===== src/rtl/tp_pkg.sv =====
package tp_pkg;

  typedef enum logic [1:0] {
    MODE_NORMAL = 2'd0,
    MODE_FIXED  = 2'd1,
    MODE_INC    = 2'd2,
    MODE_PRBS   = 2'd3
  } tpMode_e;

  // Strobes from control to datapath, valid in the current cycle
  typedef struct packed {
    logic useTest;     // replace pixel word by generated word
    logic emit;        // slot carries a valid word
    logic crcSlot;     // slot carries the line CRC
    logic crcSeed;     // preset CRC before this word
    logic crcUpdate;   // fold this word into the CRC
    logic advance;     // step the active generator after this word
    logic reloadInc;   // load counter from seed
    logic reloadPrbs;  // load LFSR from seed
  } tpStrobe_t;

endpackage


===== src/rtl/tpCtrl.sv =====
module tpCtrl
  import tp_pkg::*;
(
  input  logic      clk,
  input  logic      rstN,
  input  logic      prbsEn,
  input  logic      patEn,
  input  logic      incSel,
  input  logic      framedMode,
  input  logic      frameStart,
  input  logic      frameEnd,
  input  logic      lineStart,
  input  logic      lineEnd,
  output tpMode_e   mode,
  output tpStrobe_t stb
);

  tpMode_e modePrev;
  logic inFrame, inLine, crcPending;
  logic windowed, winNow, noCrcMode;

  // Mode decode: generator has priority over the pattern controls
  always_comb begin
    if (prbsEn)      mode = MODE_PRBS;
    else if (patEn)  mode = incSel ? MODE_INC : MODE_FIXED;
    else             mode = MODE_NORMAL;
  end

  assign windowed  = (mode == MODE_NORMAL) || framedMode;
  assign winNow    = (frameStart || inFrame) && (lineStart || inLine);
  assign noCrcMode = (mode == MODE_PRBS);

  always_ff @(posedge clk) begin
    if (!rstN) begin
      inFrame    <= 1'b0;
      inLine     <= 1'b0;
      crcPending <= 1'b0;
      modePrev   <= MODE_NORMAL;
    end else begin
      inFrame    <= frameEnd ? 1'b0 : (frameStart ? 1'b1 : inFrame);
      inLine     <= lineEnd  ? 1'b0 : (lineStart  ? 1'b1 : inLine);
      crcPending <= lineEnd && winNow && windowed && !noCrcMode;
      modePrev   <= mode;
    end
  end

  always_comb begin
    stb            = '0;
    stb.useTest    = (mode != MODE_NORMAL);
    stb.emit       = windowed ? winNow : 1'b1;
    stb.crcSlot    = crcPending && windowed && !noCrcMode;
    stb.crcSeed    = lineStart;
    stb.crcUpdate  = windowed && winNow && !noCrcMode;
    stb.advance    = stb.emit && stb.useTest;
    stb.reloadInc  = frameStart;
    stb.reloadPrbs = noCrcMode && (modePrev != MODE_PRBS);
  end

  // CRC slot only directly after a line-end word
  assert_crc_after_end_R7: assert property (@(posedge clk) disable iff (!rstN)
    stb.crcSlot |-> $past(lineEnd));

  // no CRC slot following a PRBS-mode cycle
  assert_no_crc_prbs_R8: assert property (@(posedge clk) disable iff (!rstN)
    stb.crcSlot |-> ($past(mode) != MODE_PRBS));

endmodule


===== src/rtl/tpDatapath.sv =====
module tpDatapath
  import tp_pkg::*;
#(
  parameter int              W         = 10,
  parameter logic [W-1:0]    TRAIN     = 10'h3A6,
  parameter logic [W-1:0]    LFSR_TAPS = 10'h240,
  parameter logic [W-1:0]    CRC_POLY  = 10'h24D
) (
  input  logic         clk,
  input  logic         rstN,
  input  tpMode_e      mode,
  input  tpStrobe_t    stb,
  input  logic [W-1:0] seed,
  input  logic [W-1:0] pixIn,
  input  logic         frameStart,
  input  logic         frameEnd,
  input  logic         lineStart,
  input  logic         lineEnd,
  output logic [W-1:0] dataOut,
  output logic         validOut,
  output logic         crcOut,
  output logic         frameStartOut,
  output logic         frameEndOut,
  output logic         lineStartOut,
  output logic         lineEndOut
);

  localparam logic [W-1:0] ALL_ONES = '1;
  localparam logic [W-1:0] ONE      = W'(1);

  function automatic logic [W-1:0] crcStep(input logic [W-1:0] c, input logic [W-1:0] d);
    logic [W-1:0] r;
    logic fb;
    r = c;
    for (int i = W - 1; i >= 0; i--) begin
      fb = r[W-1] ^ d[i];
      r  = {r[W-2:0], 1'b0} ^ (fb ? CRC_POLY : '0);
    end
    return r;
  endfunction

  function automatic logic [W-1:0] lfsrStep(input logic [W-1:0] x);
    return {x[W-2:0], ^(x & LFSR_TAPS)};
  endfunction

  logic [W-1:0] incReg, incCur, lfsrReg, prbsCur, seedNz;
  logic [W-1:0] crcReg, crcCur, testWord, word;

  assign seedNz  = (seed == '0) ? ONE : seed;
  assign incCur  = stb.reloadInc  ? seed   : incReg;
  assign prbsCur = stb.reloadPrbs ? seedNz : lfsrReg;
  assign crcCur  = stb.crcSeed    ? ALL_ONES : crcReg;

  always_comb begin
    unique case (mode)
      MODE_FIXED: testWord = seed;
      MODE_INC:   testWord = incCur;
      MODE_PRBS:  testWord = prbsCur;
      default:    testWord = seed;
    endcase
  end

  assign word = stb.useTest ? testWord : pixIn;

  always_ff @(posedge clk) begin
    if (!rstN) begin
      incReg        <= '0;
      lfsrReg       <= ONE;
      crcReg        <= ALL_ONES;
      dataOut       <= TRAIN;
      validOut      <= 1'b0;
      crcOut        <= 1'b0;
      frameStartOut <= 1'b0;
      frameEndOut   <= 1'b0;
      lineStartOut  <= 1'b0;
      lineEndOut    <= 1'b0;
    end else begin
      incReg  <= (stb.advance && mode == MODE_INC)  ? incCur + ONE      : incCur;
      lfsrReg <= (stb.advance && mode == MODE_PRBS) ? lfsrStep(prbsCur) : prbsCur;
      crcReg  <= stb.crcUpdate ? crcStep(crcCur, word) : crcCur;
      if (stb.crcSlot) begin
        dataOut  <= crcReg;
        validOut <= 1'b0;
        crcOut   <= 1'b1;
      end else begin
        dataOut  <= stb.emit ? word : TRAIN;
        validOut <= stb.emit;
        crcOut   <= 1'b0;
      end
      frameStartOut <= frameStart;
      frameEndOut   <= frameEnd;
      lineStartOut  <= lineStart;
      lineEndOut    <= lineEnd;
    end
  end

  assert_crc_not_valid_R7: assert property (@(posedge clk) disable iff (!rstN)
    !(crcOut && validOut));

  assert_fixed_word_R2: assert property (@(posedge clk) disable iff (!rstN)
    (validOut && $past(mode) == MODE_FIXED) |-> (dataOut == $past(seed)));

  assert_prbs_nonzero_R4: assert property (@(posedge clk) disable iff (!rstN)
    (validOut && $past(mode) == MODE_PRBS) |-> (dataOut != '0));

  assert_idle_training_R5: assert property (@(posedge clk) disable iff (!rstN)
    (!validOut && !crcOut) |-> (dataOut == TRAIN));

endmodule


===== src/rtl/tpInject.sv =====
module tpInject
  import tp_pkg::*;
#(
  parameter int           W     = 10,
  parameter logic [W-1:0] TRAIN = 10'h3A6
) (
  input  logic         clk,
  input  logic         rstN,
  input  logic [W-1:0] pixIn,
  input  logic         frameStart,
  input  logic         frameEnd,
  input  logic         lineStart,
  input  logic         lineEnd,
  input  logic         prbsEn,
  input  logic         patEn,
  input  logic         incSel,
  input  logic         framedMode,
  input  logic [W-1:0] patSeed,
  output logic [W-1:0] dataOut,
  output logic         validOut,
  output logic         crcOut,
  output logic         frameStartOut,
  output logic         frameEndOut,
  output logic         lineStartOut,
  output logic         lineEndOut
);

  tpMode_e   mode;
  tpStrobe_t stb;

  tpCtrl uCtrl (
    .clk(clk), .rstN(rstN),
    .prbsEn(prbsEn), .patEn(patEn), .incSel(incSel), .framedMode(framedMode),
    .frameStart(frameStart), .frameEnd(frameEnd),
    .lineStart(lineStart), .lineEnd(lineEnd),
    .mode(mode), .stb(stb)
  );

  tpDatapath #(.W(W), .TRAIN(TRAIN)) uData (
    .clk(clk), .rstN(rstN), .mode(mode), .stb(stb),
    .seed(patSeed), .pixIn(pixIn),
    .frameStart(frameStart), .frameEnd(frameEnd),
    .lineStart(lineStart), .lineEnd(lineEnd),
    .dataOut(dataOut), .validOut(validOut), .crcOut(crcOut),
    .frameStartOut(frameStartOut), .frameEndOut(frameEndOut),
    .lineStartOut(lineStartOut), .lineEndOut(lineEndOut)
  );

endmodule


===== config.mk =====
export PLATFORM = sky130hd
export DESIGN_NAME = tpInject
export DESIGN_NICKNAME = d
export VERILOG_FILES = /design/src/rtl/tp_pkg.sv /design/src/rtl/tpCtrl.sv /design/src/rtl/tpDatapath.sv /design/src/rtl/tpInject.sv
export SDC_FILE = /design/constraint.sdc
export NUM_CORES = 1
export LEC_CHECK = 0
export ABC_CLOCK_PERIOD_IN_PS = 4300
export CAP_MARGIN = 5
export CORE_ASPECT_RATIO = 1.2
export CORE_MARGIN = 4
export CORE_UTILIZATION = 40
export DETAILED_ROUTE_END_ITERATION = 8
export SYNTH_ARGS = -nofsm -noshare
export SYNTH_HDL_FRONTEND = slang
export SYNTH_SLANG_ARGS = --single-unit

===== constraint.sdc =====
create_clock -name clk -period 4.3 [get_ports clk]
set_input_delay 0.645 -clock clk [delete_from_list [all_inputs] [get_ports clk]]
set_output_delay 0.645 -clock clk [all_outputs]
set_load 0.05 [all_outputs]

**After elaboration in Yosys (flattened, before gate mapping)**

Cells that the tools add are included.

- Output and inout port bits: 16
- Word-level logic and storage cells: 88
- Register bits after elaboration: 51
- Bits of input ports: 30

- Eq/ne operators: 3
- Bitwise logic cells: 21
- Reductions and logical operators: 23
- Muxes and demuxes: 26
- Add/subtract/negate cells: 1

Operators by type and width:

| cell | number |
|---|---|
| $mux W10 | 20 |
| $xor A10 B10 Y10 | 10 |
| $pmux W10 S2 | 1 |
| $logic_and A1 B1 Y1 | 12 |
| $add A10 B1 Y10 const B | 1 |
| $logic_not A10 Y1 | 1 |
| $reduce_xor A10 Y1 | 1 |
| $xor A1 B1 Y1 | 10 |
| $mux W2 | 3 |
| $reduce_or A2 Y1 | 3 |
| $eq A2 B2 Y1 const B | 2 |
| $logic_or A1 B1 Y1 | 3 |
| $logic_not A2 Y1 | 1 |
| $mux W1 | 2 |
| $ne A2 B2 Y1 const B | 1 |
| $reduce_bool A2 Y1 | 1 |
| $logic_not A1 Y1 | 1 |
| $not A1 Y1 | 1 |

**Longest topological paths before layout**

Gate-level depths: netlist of the first run.

- Depth in word-level cells: 39
- Gate-level depth with buffers: 11
- Gate-level depth less buffers: 9

**By module**

A second synthesis of the first run with hierarchy kept.

- Cells, all modules: 379
- Area total of the unflattened synthesis: 3409.5 sq um

Modules (own cells, without submodules):

| module | area an instance (sq um) | instances | cells each |
|---|---|---|---|
| tpDatapath | 3165.5 | 1 | 352 |
| tpCtrl | 244.0 | 1 | 27 |

**Worst setup path after synthesis of the first run**

Ideal clock, no wire load.

- Path kind: input to register
- From: in frameStart
- To: reg uData.crcReg[8]
- Required time: 4.171 ns
- Cell stages on the path: 10
- Library setup time: 0.129 ns
- Slack: 1.609 ns
- Arrival: 2.561 ns
- Path through: nand2b_1 -> buf_4 -> a211o_1 -> a221oi_1 -> o31ai_2 -> xnor2_1 -> xnor3_1 -> nand2_1 -> xnor2_1 -> nand2_1

- Word-level cells in the longest chain between the ends: 30

RTL lines:

| element | line | RTL |
|---|---|---|
| start, declared | tpInject.sv:10 | `input logic frameStart,` |
| $mux W10 | tpDatapath.sv:50 | `assign incCur = stb.reloadInc ? seed : incReg;` |
| $pmux W10 S2 | tpDatapath.sv:55 | `unique case (mode)` |
| $mux W10 | tpDatapath.sv:63 | `assign word = stb.useTest ? testWord : pixIn;` |
| $xor A1 B1 Y1 | tpDatapath.sv:36 | `fb = r[W-1] ^ d[i];` |
| $mux W10 | tpDatapath.sv:37 | `r = {r[W-2:0], 1'b0} ^ (fb ? CRC_POLY : '0);` |
| $xor A10 B10 Y10 | tpDatapath.sv:37 |  |
| $xor A1 B1 Y1 | tpDatapath.sv:36 |  |
| $mux W10 | tpDatapath.sv:37 |  |
| (+12 left out) | - |  |
| $xor A10 B10 Y10 | tpDatapath.sv:37 |  |
| $xor A1 B1 Y1 | tpDatapath.sv:36 |  |
| $mux W10 | tpDatapath.sv:37 |  |
| $xor A10 B10 Y10 | tpDatapath.sv:37 |  |
| $xor A1 B1 Y1 | tpDatapath.sv:36 |  |
| $mux W10 | tpDatapath.sv:37 |  |
| $xor A10 B10 Y10 (3 in a row) | tpDatapath.sv:37 |  |
| $mux W10 (*) | tpDatapath.sv:80 | `crcReg <= stb.crcUpdate ? crcStep(crcCur, word) : crcCur;` |
| end signal, assigned | tpDatapath.sv:80 |  |
| end, declared | tpDatapath.sv:47 | `logic [W-1:0] crcReg, crcCur, testWord, word;` |

Every way passes the cells marked *; elsewhere a longest branch is shown, timed or not.
A chain may end at the register's enable or synchronous reset.

**Worst setup path in the final report of the first run**

- From: in incSel
- To: reg uData.crcReg[7]

- Word-level cells in the longest chain between the ends: 37

RTL lines:

| element | line | RTL |
|---|---|---|
| start, declared | tpInject.sv:16 | `input logic incSel,` |
| $mux W2 (*) (2 in a row) | tpCtrl.sv:25 | `else if (patEn) mode = incSel ? MODE_INC : MODE_FIXED;` |
| $mux W2 (*) | tpCtrl.sv:24 | `if (prbsEn) mode = MODE_PRBS;` |
| $eq A2 B2 Y1 | tpCtrl.sv:31, tpDatapath.sv:55 |  |
| $logic_and A1 B1 Y1 | tpCtrl.sv:56 | `stb.reloadPrbs = noCrcMode && (modePrev != MODE_PRBS);` |
| $mux W10 | tpDatapath.sv:51 | `assign prbsCur = stb.reloadPrbs ? seedNz : lfsrReg;` |
| $pmux W10 S2 | tpDatapath.sv:55 |  |
| $mux W10 | tpDatapath.sv:63 |  |
| $xor A1 B1 Y1 | tpDatapath.sv:36 |  |
| (+19 left out) | - |  |
| $xor A10 B10 Y10 | tpDatapath.sv:37 |  |
| $xor A1 B1 Y1 | tpDatapath.sv:36 |  |
| $mux W10 | tpDatapath.sv:37 |  |
| $xor A10 B10 Y10 | tpDatapath.sv:37 |  |
| $xor A1 B1 Y1 | tpDatapath.sv:36 |  |
| $mux W10 | tpDatapath.sv:37 |  |
| $xor A10 B10 Y10 (2 in a row) | tpDatapath.sv:37 |  |
| $mux W10 (*) | tpDatapath.sv:80 |  |

Marked as above.

==> results.cfg, run 1 <==
[sta]
report.final.slew_viol_count = 0
slew_headroom_pct = 43.38
grt_setup_unrepaired = false
tns_ns = 0
fin_worst_skew_ns = 0.009292
post-route-period-util_pct = 79.93
setup_slack_ns = 0.8630
finalCriticalPeriod_ns = 3.437
timing.final.hold_violations = 0
max_freq_mhz = 290.9
tightestPinTransition_ns = 0.8466
setup_viol = 0

[logic_synthesis]
synth_area_leaders = dfxtp_1 (32%), xnor2_1 (7.1%), nand2_1 (5.4%)
synth_enable_flop_cells = 0
yosys.area.top_type = dfxtp_1
synth_top_area_share_pct = 31.80
synth_warnings = 0
async_flop_share_pct = 0
synth.avg_cell_area_sq_um = 8.724
syn_inst = 368
yosys_register_bits = 51
synth.distinct_cells = 63
syn_area_sq_um = 3211
synthFlopType = dfxtp_1
seq_area_frac_synth_pct = 31.80
synth_nets = 399

[cts]
cts_buffers = 5
cts_hold_buf = 0
clock_latency_ns = 0.31
cts_resized = 0
cts_buffer_depth = 2
cts.sinks = 51
postCtsSetupBuffers = 0
clockRootBuffer = clkbuf_8
cts_tree = done
htree_levels = 2
clk_pin_slew_ns = 0.10

[routing]
drc_errors = 0
via_per_inst = 5.498
drt_iter0_drc = 101
vias = 2727
drt_wl_total_microns = 8201
dr.pass1.iters = 4
wl_per_cell_microns = 16.53
drtAntennaViolNets = 0

[power]
p_sw_uw = 421.1
p_leak_nw = 1.586
power.internal_uw = 891.8
worst_ir_drop_vdd_mv = 0.2102
pwr-share-clk_pct = 26.1
pwr_density_cell_nw_per_um2 = 341.6
switching_share_pct = 32.07
combPwrFrac_pct = 33.6
power_frac_seq_pct = 40.3

[critical_path]
reg2reg_depth = 9
critical_path_class = in2reg
critPathMaxFanout = 11
cp-end-kind = flop
cp.required_ns = 4.49
regToRegSetupSlack_ns = 1.49
cp_data_arrival_time_ns = 3.63
startpoint_type = input port
r2r-end = uData.crcReg[7]
timing.rr.start = uCtrl.modePrev[0]

[global_routing]
overflow = 0
track_usage_pct = 16.96
grt_max_degree = 34
antenna_found_initial = 0
grt_pass1_vias = 2567
grt_pass1_wl_microns = 12920

[min_path]
hold_end = uData.dataOut[5]
min_path_type = reg2reg
hp-start = uData.crcReg[5]
whs_path_depth = 1

[final_layout]
layout.nets = 434
drive_above_1_share_pct = 8.911
area_growth_pct = 19.72
diodes = 0

[die]
die_area_sq_um = 9530
fp.dieH_microns = 106.1
fp.coreArea_sq_um = 7751
die_w_microns = 89.79
initial_utilization_pct = 41.42
rows = 35
io_pins = 46

[placement]
place_ws_ns = 0.5464
port_buffers = 45
gp_congestion = 0.8980
dp_hpwl_microns = 6260

[run_status]
outcome = finished, final reports clean

[job]
drv_cap = 0
## metrics by stage
stage	instance area (sq um)	utilization [%]	power (mW)	cells	hold WS, ns
2_1_floorplan	3211	-	0.8674	368	0.4594
3_3_place_gp	3731	48.14	0.9784	488	0.4795
3_5_place_dp	3731	48.14	0.9807	488	0.4849
4_1_cts	3844	49.59	1.325	496	0.5040
5_1_grt	3844	49.59	1.377	496	0.5323
6_report	3844	49.59	1.313	496	0.5072
## logic make-up after synthesis
group / after synthesis / synth area share (%)
mux: 20 / 7.287
fa+ha+maj: 1 / 0.3896
buf+inv: 31 / 4.365
compound gates: 68 / 17.34
flops: 51 / 31.80
xor+xnor: 48 / 15.82
simple gates: 149 / 22.99
## per-layer routing
metal | global-route usage [%] | wire (microns) | vias up
met3 | 2.265 | 305 | 13
met2 | 30.27 | 4163 | 66
li1 | - | - | 1339
met5 | 0 | 0 | -
met4 | 5.586 | 164 | 0
met1 | 21.09 | 3567 | 1309
## worst max-delay path: stages
cell,delay [ns]
clkdlybuf4s50_1,0.68
nand2b_1,0.32
mux2i_1,0.19
o311ai_1,0.49
xnor2_1,0.31
xor2_1,0.29
xnor3_1,0.32
xnor2_2,0.16
a21oi_1,0.16
a31oi_1,0.06
## sequential cells by signal (all words and copies together) (netlist names), 2 cells and up
| name | cells |
|---|---|
| uData.crcReg | 10 |
| uData.dataOut | 10 |
| uData.incReg | 10 |
| uData.lfsrReg | 10 |
| uCtrl.modePrev | 2 |
## final cells by class
cell class                      instances  area (sq um)
Clock buffer                            5         68.82
Clock inverter                          3         43.79
Fill cell                             736          3908
Inverter                                6         22.52
Multi-Input combinational cell        286          2049
Sequential cell                        51          1021
Tap cell                               92         115.1
Timing Repair Buffer                   53         523.0
## power by group through the flow
stage / sequential [mW] / combinational, mW / clock (mW)
floorplan: 0.565 / 0.303 / 0
global placement: 0.539 / 0.439 / 0
detailed placement: 0.539 / 0.441 / 0
CTS: 0.529 / 0.444 / 0.353
global route: 0.532 / 0.477 / 0.368
finish: 0.529 / 0.441 / 0.342
## Yosys cell counts, types with 2 or more instances
master,count
a21oi_1,11
dfxtp_1,51
buf_6,2
a21boi_0,3
buf_1,2
xnor3_1,3
xnor2_2,3
a211oi_1,3
xor2_1,14
nand3_1,6
o22ai_1,2
a31oi_1,3
clkbuf_1,16
nor3b_1,2
o31ai_4,2
and3_1,15
nor3_1,4
nand2_1,46
mux2i_1,14
buf_2,3
and4_1,2
xnor2_1,26
a22o_1,3
o211ai_1,5
o21ai_0,9
mux2_2,3
nand2b_1,2
o22a_1,5
nor2_1,37
nor2b_1,8
and3b_1,6
nand3b_1,3
and2_1,14
a211o_1,2
mux4_2,2
o21a_1,4
inv_1,6
## worst max-delay path by stage
stage	from	to	slack [ns]	cells past startpoint
detailed placement	incSel	uData.crcReg[7]	0.55	10
finish	incSel	uData.crcReg[7]	0.86	10
global placement	incSel	uData.crcReg[7]	0.60	10
CTS	incSel	uData.crcReg[7]	0.86	10
floorplan	frameStart	uData.crcReg[8]	1.61	10
global route	incSel	uData.crcReg[7]	0.63	10
## cell usage in the layout, fill, tap and decap left out, types with 2 or more instances in the layout
cell type        netlist  routed
a211o_1                2       2
a211oi_1               3       3
a21boi_0               3       3
a21oi_1               11      11
a22o_1                 3       3
a31oi_1                3       3
and2_1                14      14
and3_1                15      15
and3b_1                6       6
and4_1                 2       2
buf_4                  1       7
clkbuf_8               0       5
clkdlybuf4s50_1        0      45
dfxtp_1               51      51
inv_1                  6       6
mux2_2                 3       3
mux2i_1               14      14
mux4_2                 2       2
nand2_1               46      46
nand2b_1               2       2
nand3_1                6       6
nand3b_1               3       3
nor2_1                37      37
nor2b_1                8       8
nor3_1                 4       4
nor3b_1                2       2
o211ai_1               5       5
o21a_1                 4       4
o21ai_0                9       9
o22a_1                 5       5
o22ai_1                2       2
o31ai_4                2       2
xnor2_1               26      26
xnor2_2                3       3
xnor3_1                3       3
xor2_1                14      14
(Power assumes the default switching activity.)
==> run 2: changes to the inputs <==
Settings changed: ABC_CLOCK_PERIOD_IN_PS 4300 to 3600.
Clock period 4.3 ns to 3.6 ns, I/O delays scaled along.
==> run 2 against run 1 <==
  * Final area is 1.9% higher
  * First-iteration DRC count is 11% higher
  * Utilization is 0.92 points higher
  * Via count is 1.1% higher
  * Sequential power is 19% higher
  * Flip-flop and latch count stayed put
  * Final cell count is 2.2% higher
  * Worst setup slack worse by 0.32 ns
  * Wire length is 4.4% higher
  * Largest cell class unchanged
  * Sequential share of layout area is 0.48 points lower
==> results.cfg, run 2 (synthesis gave the netlist of run 1 again) <==
[run_status]
outcome = finished, final reports clean

[routing]
via_per_inst = 5.440
wl_per_cell_microns = 16.88
drt_wl_total_microns = 8558
drc_errors = 0
dr.pass1.iters = 4
drt_iter0_drc = 112
vias = 2758
drtAntennaViolNets = 0

[placement]
gp_congestion = 0.8837
place_ws_ns = 0.2218
dp_hpwl_microns = 6612
port_buffers = 45

[sta]
post-route-period-util_pct = 85.01
fin_worst_skew_ns = 0.01002
tightestPinTransition_ns = 0.6401
finalCriticalPeriod_ns = 3.060
slew_headroom_pct = 57.19
tns_ns = 0
report.final.slew_viol_count = 0
setup_viol = 0
setup_slack_ns = 0.5396
max_freq_mhz = 326.8
grt_setup_unrepaired = false
timing.final.hold_violations = 0

[final_layout]
drive_above_1_share_pct = 11.33
fillers = 775
final_cell_mix = dfxtp_1 (51), nand2_1 (46), clkdlybuf4s50_1 (45), nor2_1 (37), xnor2_1 (26)
layout.nets = 446
area_growth_pct = 21.94
diodes = 0
final_common_cell = dfxtp_1

[die]
fp.dieH_microns = 106.1
initial_utilization_pct = 41.42
die_w_microns = 89.79
fp.coreArea_sq_um = 7751
rows = 35
die_area_sq_um = 9530
io_pins = 46

[critical_path]
critPathMaxFanout = 9
cp.required_ns = 3.84
crit_top_cell = xnor2_2
critical_path_class = in2reg
slowest_stage = xor3_2
cp_data_arrival_time_ns = 3.30
startpoint_type = input port
max_stage_delay_ns = 0.56
cp-end-kind = flop
crit_path_cell_trace = clkdlybuf4s50_1 > nand2b_1 > a211oi_2 > o31ai_4 > xor3_2 > xnor2_2 > xnor2_2 > xor2_1 > a21oi_1 > a31oi_1

[power]
pwr_density_cell_nw_per_um2 = 403.1
worst_ir_drop_vdd_mv = 0.1705
p_leak_nw = 1.632

[cts]
cts_hold_buf = 0
cts_resized = 0
cts.sinks = 51
clk_pin_slew_ns = 0.10
htree_levels = 2
clock_latency_ns = 0.31
cts_buffers = 5
postCtsSetupBuffers = 0
clockRootBuffer = clkbuf_8
cts_tree = done
cts_buffer_depth = 2

[global_routing]
grt_max_degree = 30
grt_pass1_wl_microns = 13570
track_usage_pct = 17.61
grt_pass1_vias = 2722
antenna_found_initial = 0
overflow = 0

[job]
drv_cap = 0

[min_path]
min_path_type = reg2reg
[run 2: cell count changes in the layout (fill, tap and decap cells not counted), sizes merged]
cell / change
clkinvlp: +1
clkinv: -2
buf: +12
[run 2: critical path, delay by kind of cell]
family / cells / cell delay, ns
buf+inv: 1 / 0.49
simple gates: 1 / 0.38
compound gates: 4 / 0.72
xor+xnor: 4 / 1.16
[run 2: stage by stage]
stage	instance area [sq um]	hold slack, ns	total power [mW]	cells	utilization [%]
final	3915	0.5068	1.578	507	50.51
after global routing	3915	0.5153	1.649	507	50.51
after CTS	3915	0.5002	1.587	507	50.51
after detailed placement	3809	0.4844	1.190	500	49.14
after global placement	3809	0.4770	1.185	500	49.14
after floorplan	3211	0.4594	1.036	368	-
[run 2: layer usage]
metal	up-vias	GRT usage (%)	share of wire [%]
met4	0	5.586	2.2
met1	1318	20.67	43
met5	-	0	0
met2	70	33.01	52
met3	13	2.406	3.2
li1	1357	-	-
[run 2: path summary, 6_finish.rpt]
path                 endpoint  depth (start not counted)         startpoint  slack (ns)
min          uData.dataOut[2]                          2    uData.crcReg[2]        0.51
max reg2reg   uData.crcReg[7]                         10  uCtrl.modePrev[1]        0.71
max           uData.crcReg[6]                         10         frameStart        0.54
min reg2reg  uData.dataOut[2]                          2    uData.crcReg[2]        0.51
[run 2: where the power goes]
group	leakage [nW]	internal [mW]	switching [mW]
sequential	0.421	0.604	0.0271
combinational	1.16	0.263	0.284
clock	0.0502	0.204	0.196
[run 2: area by class of cell]
cell class | instances | area, sq um | share of cell area [%]
Timing Repair Buffer | 65 | 600.6 | 15.34
Tap cell | 92 | 115.1 | 2.940
Inverter | 6 | 22.52 | 0.5753
Sequential cell | 51 | 1021 | 26.08
Clock inverter | 2 | 37.54 | 0.9588
Multi-Input combinational cell | 286 | 2049 | 52.35
Clock buffer | 5 | 68.82 | 1.758
==> run 3: changes to the inputs <==
Settings changed: CORE_UTILIZATION 40 to 55, PLACE_DENSITY set to 0.8.
==> run 3 against run 2 <==
  * Critical path type unchanged
  * Combinational power down 0.7%
  * Clock power about the same
  * Utilization up 18 points
  * First-iteration DRC count up 44%
  * Global-route usage up 6.3 points
  * Via count up 3.3%
  * Sequential share of layout area up 0.19 points
  * Register-to-register slack better by 0.11 ns
  * Flip-flop and latch count unchanged
  * Critical path depth unchanged
  * Final cell count down 3.4%
==> results.cfg, run 3 (synthesis gave the netlist of run 1 again) <==
[run_status]
outcome = finished, final reports clean

[die]
initial_utilization_pct = 56.64
die_area_sq_um = 7129
fp.coreArea_sq_um = 5668
fp.dieH_microns = 91.70
die_w_microns = 77.75
rows = 30
io_pins = 46

[final_layout]
layout.nets = 440
final_cell_mix = dfxtp_1 (51), nand2_1 (46), clkdlybuf4s50_1 (45), nor2_1 (37), xnor2_1 (26)
area_growth_pct = 21.04
final_common_cell = dfxtp_1
final_util_pct = 68.57
layout.cells.non_filler = 490
drive_above_1_share_pct = 10.24
stdcell_area_sq_um = 3886
diodes = 0

[routing]
drtAntennaViolNets = 0
dr.pass1.iters = 5
wl_per_cell_microns = 17.00
drt_wl_total_microns = 8330
vias = 2850
via_per_inst = 5.816
drt_iter0_drc = 161
drc_errors = 0

[critical_path]
critical_path_class = in2reg
critPathMaxFanout = 9
startpoint_type = input port
cp-end-kind = flop
cp_data_arrival_time_ns = 3.35
cp.required_ns = 3.84

[cts]
cts_buffers = 5
cts_buffer_depth = 2
cts_hold_buf = 0
clk_pin_slew_ns = 0.09
cts_resized = 0
postCtsSetupBuffers = 0
clock_latency_ns = 0.31
cts.sinks = 51
cts_tree = done
clockRootBuffer = clkbuf_8
htree_levels = 2

[sta]
slew_headroom_pct = 55.24
post-route-period-util_pct = 86.52
timing.final.hold_violations = 0
fin_worst_skew_ns = 0.007803
report.final.slew_viol_count = 0
finalHoldWorstSlack_ns = 0.5177
setup_slack_ns = 0.4853
grt_setup_unrepaired = false
finalCriticalPeriod_ns = 3.115
setup_viol = 0
max_freq_mhz = 321.1
tightestPinTransition_ns = 0.6656
tns_ns = 0

[placement]
place_ws_ns = 0.1860
gp_congestion = 0.9524
port_buffers = 45
place_inst = 482
dp_hpwl_microns = 6270
post_dp_cell_area_sq_um = 3774

[global_routing]
grt_pass1_vias = 2775
track_usage_pct = 23.93
grt_pass1_wl_microns = 13560
overflow = 0
grt_max_degree = 39
antenna_found_initial = 0

[job]
drv_cap = 0

[power]
pwr_density_cell_nw_per_um2 = 404.7
p_leak_nw = 1.620
worst_ir_drop_vdd_mv = 0.2525
finalPower_mw = 1.573

[min_path]
min_path_type = reg2reg
==> run 3: path summary, 6_finish.rpt <==
kind	from	slack [ns]	to	cells after the start
hold reg to reg	uData.crcReg[2]	0.52	uData.dataOut[2]	2
hold / removal	uData.crcReg[2]	0.52	uData.dataOut[2]	2
setup reg to reg	uCtrl.modePrev[1]	0.82	uData.crcReg[7]	10
setup / recovery	frameStart	0.49	uData.crcReg[6]	10
==> run 3: routing by layer <==
| layer | vias up | GRT usage [%] | share of wire (%) |
|---|---|---|---|
| met5 | - | 0 | 0 |
| met4 | 0 | 10.53 | 3.6 |
| met3 | 26 | 4.028 | 6.6 |
| met2 | 121 | 42.21 | 51 |
| met1 | 1355 | 28.13 | 39 |
| li1 | 1348 | - | - |
==> run 3: final cells by class <==
class | count | area, sq um
clock buffer | 5 | 68.82
multi-input combinational | 286 | 2049
fill | 465 | 1782
clock inverter | 3 | 43.79
inverter | 6 | 22.52
sequential | 51 | 1021
timing repair buffer | 59 | 580.6
tap | 80 | 100.1
==> run 3: critical path, stage by stage <==
cell and delay [ns]:
clkdlybuf4s50_1 0.52, nand2b_1 0.42, a211oi_2 0.17, o31ai_4 0.31, xor3_2 0.57, xnor2_2 0.18, xnor2_2 0.21, xor2_1 0.20
a21oi_1 0.09, a31oi_1 0.13
==> run 3: report_power, final <==
group / internal, mW / leakage (nW) / switching (mW)
clock: 0.207 / 0.0581 / 0.191
sequential: 0.604 / 0.421 / 0.0281
combinational: 0.261 / 1.14 / 0.281
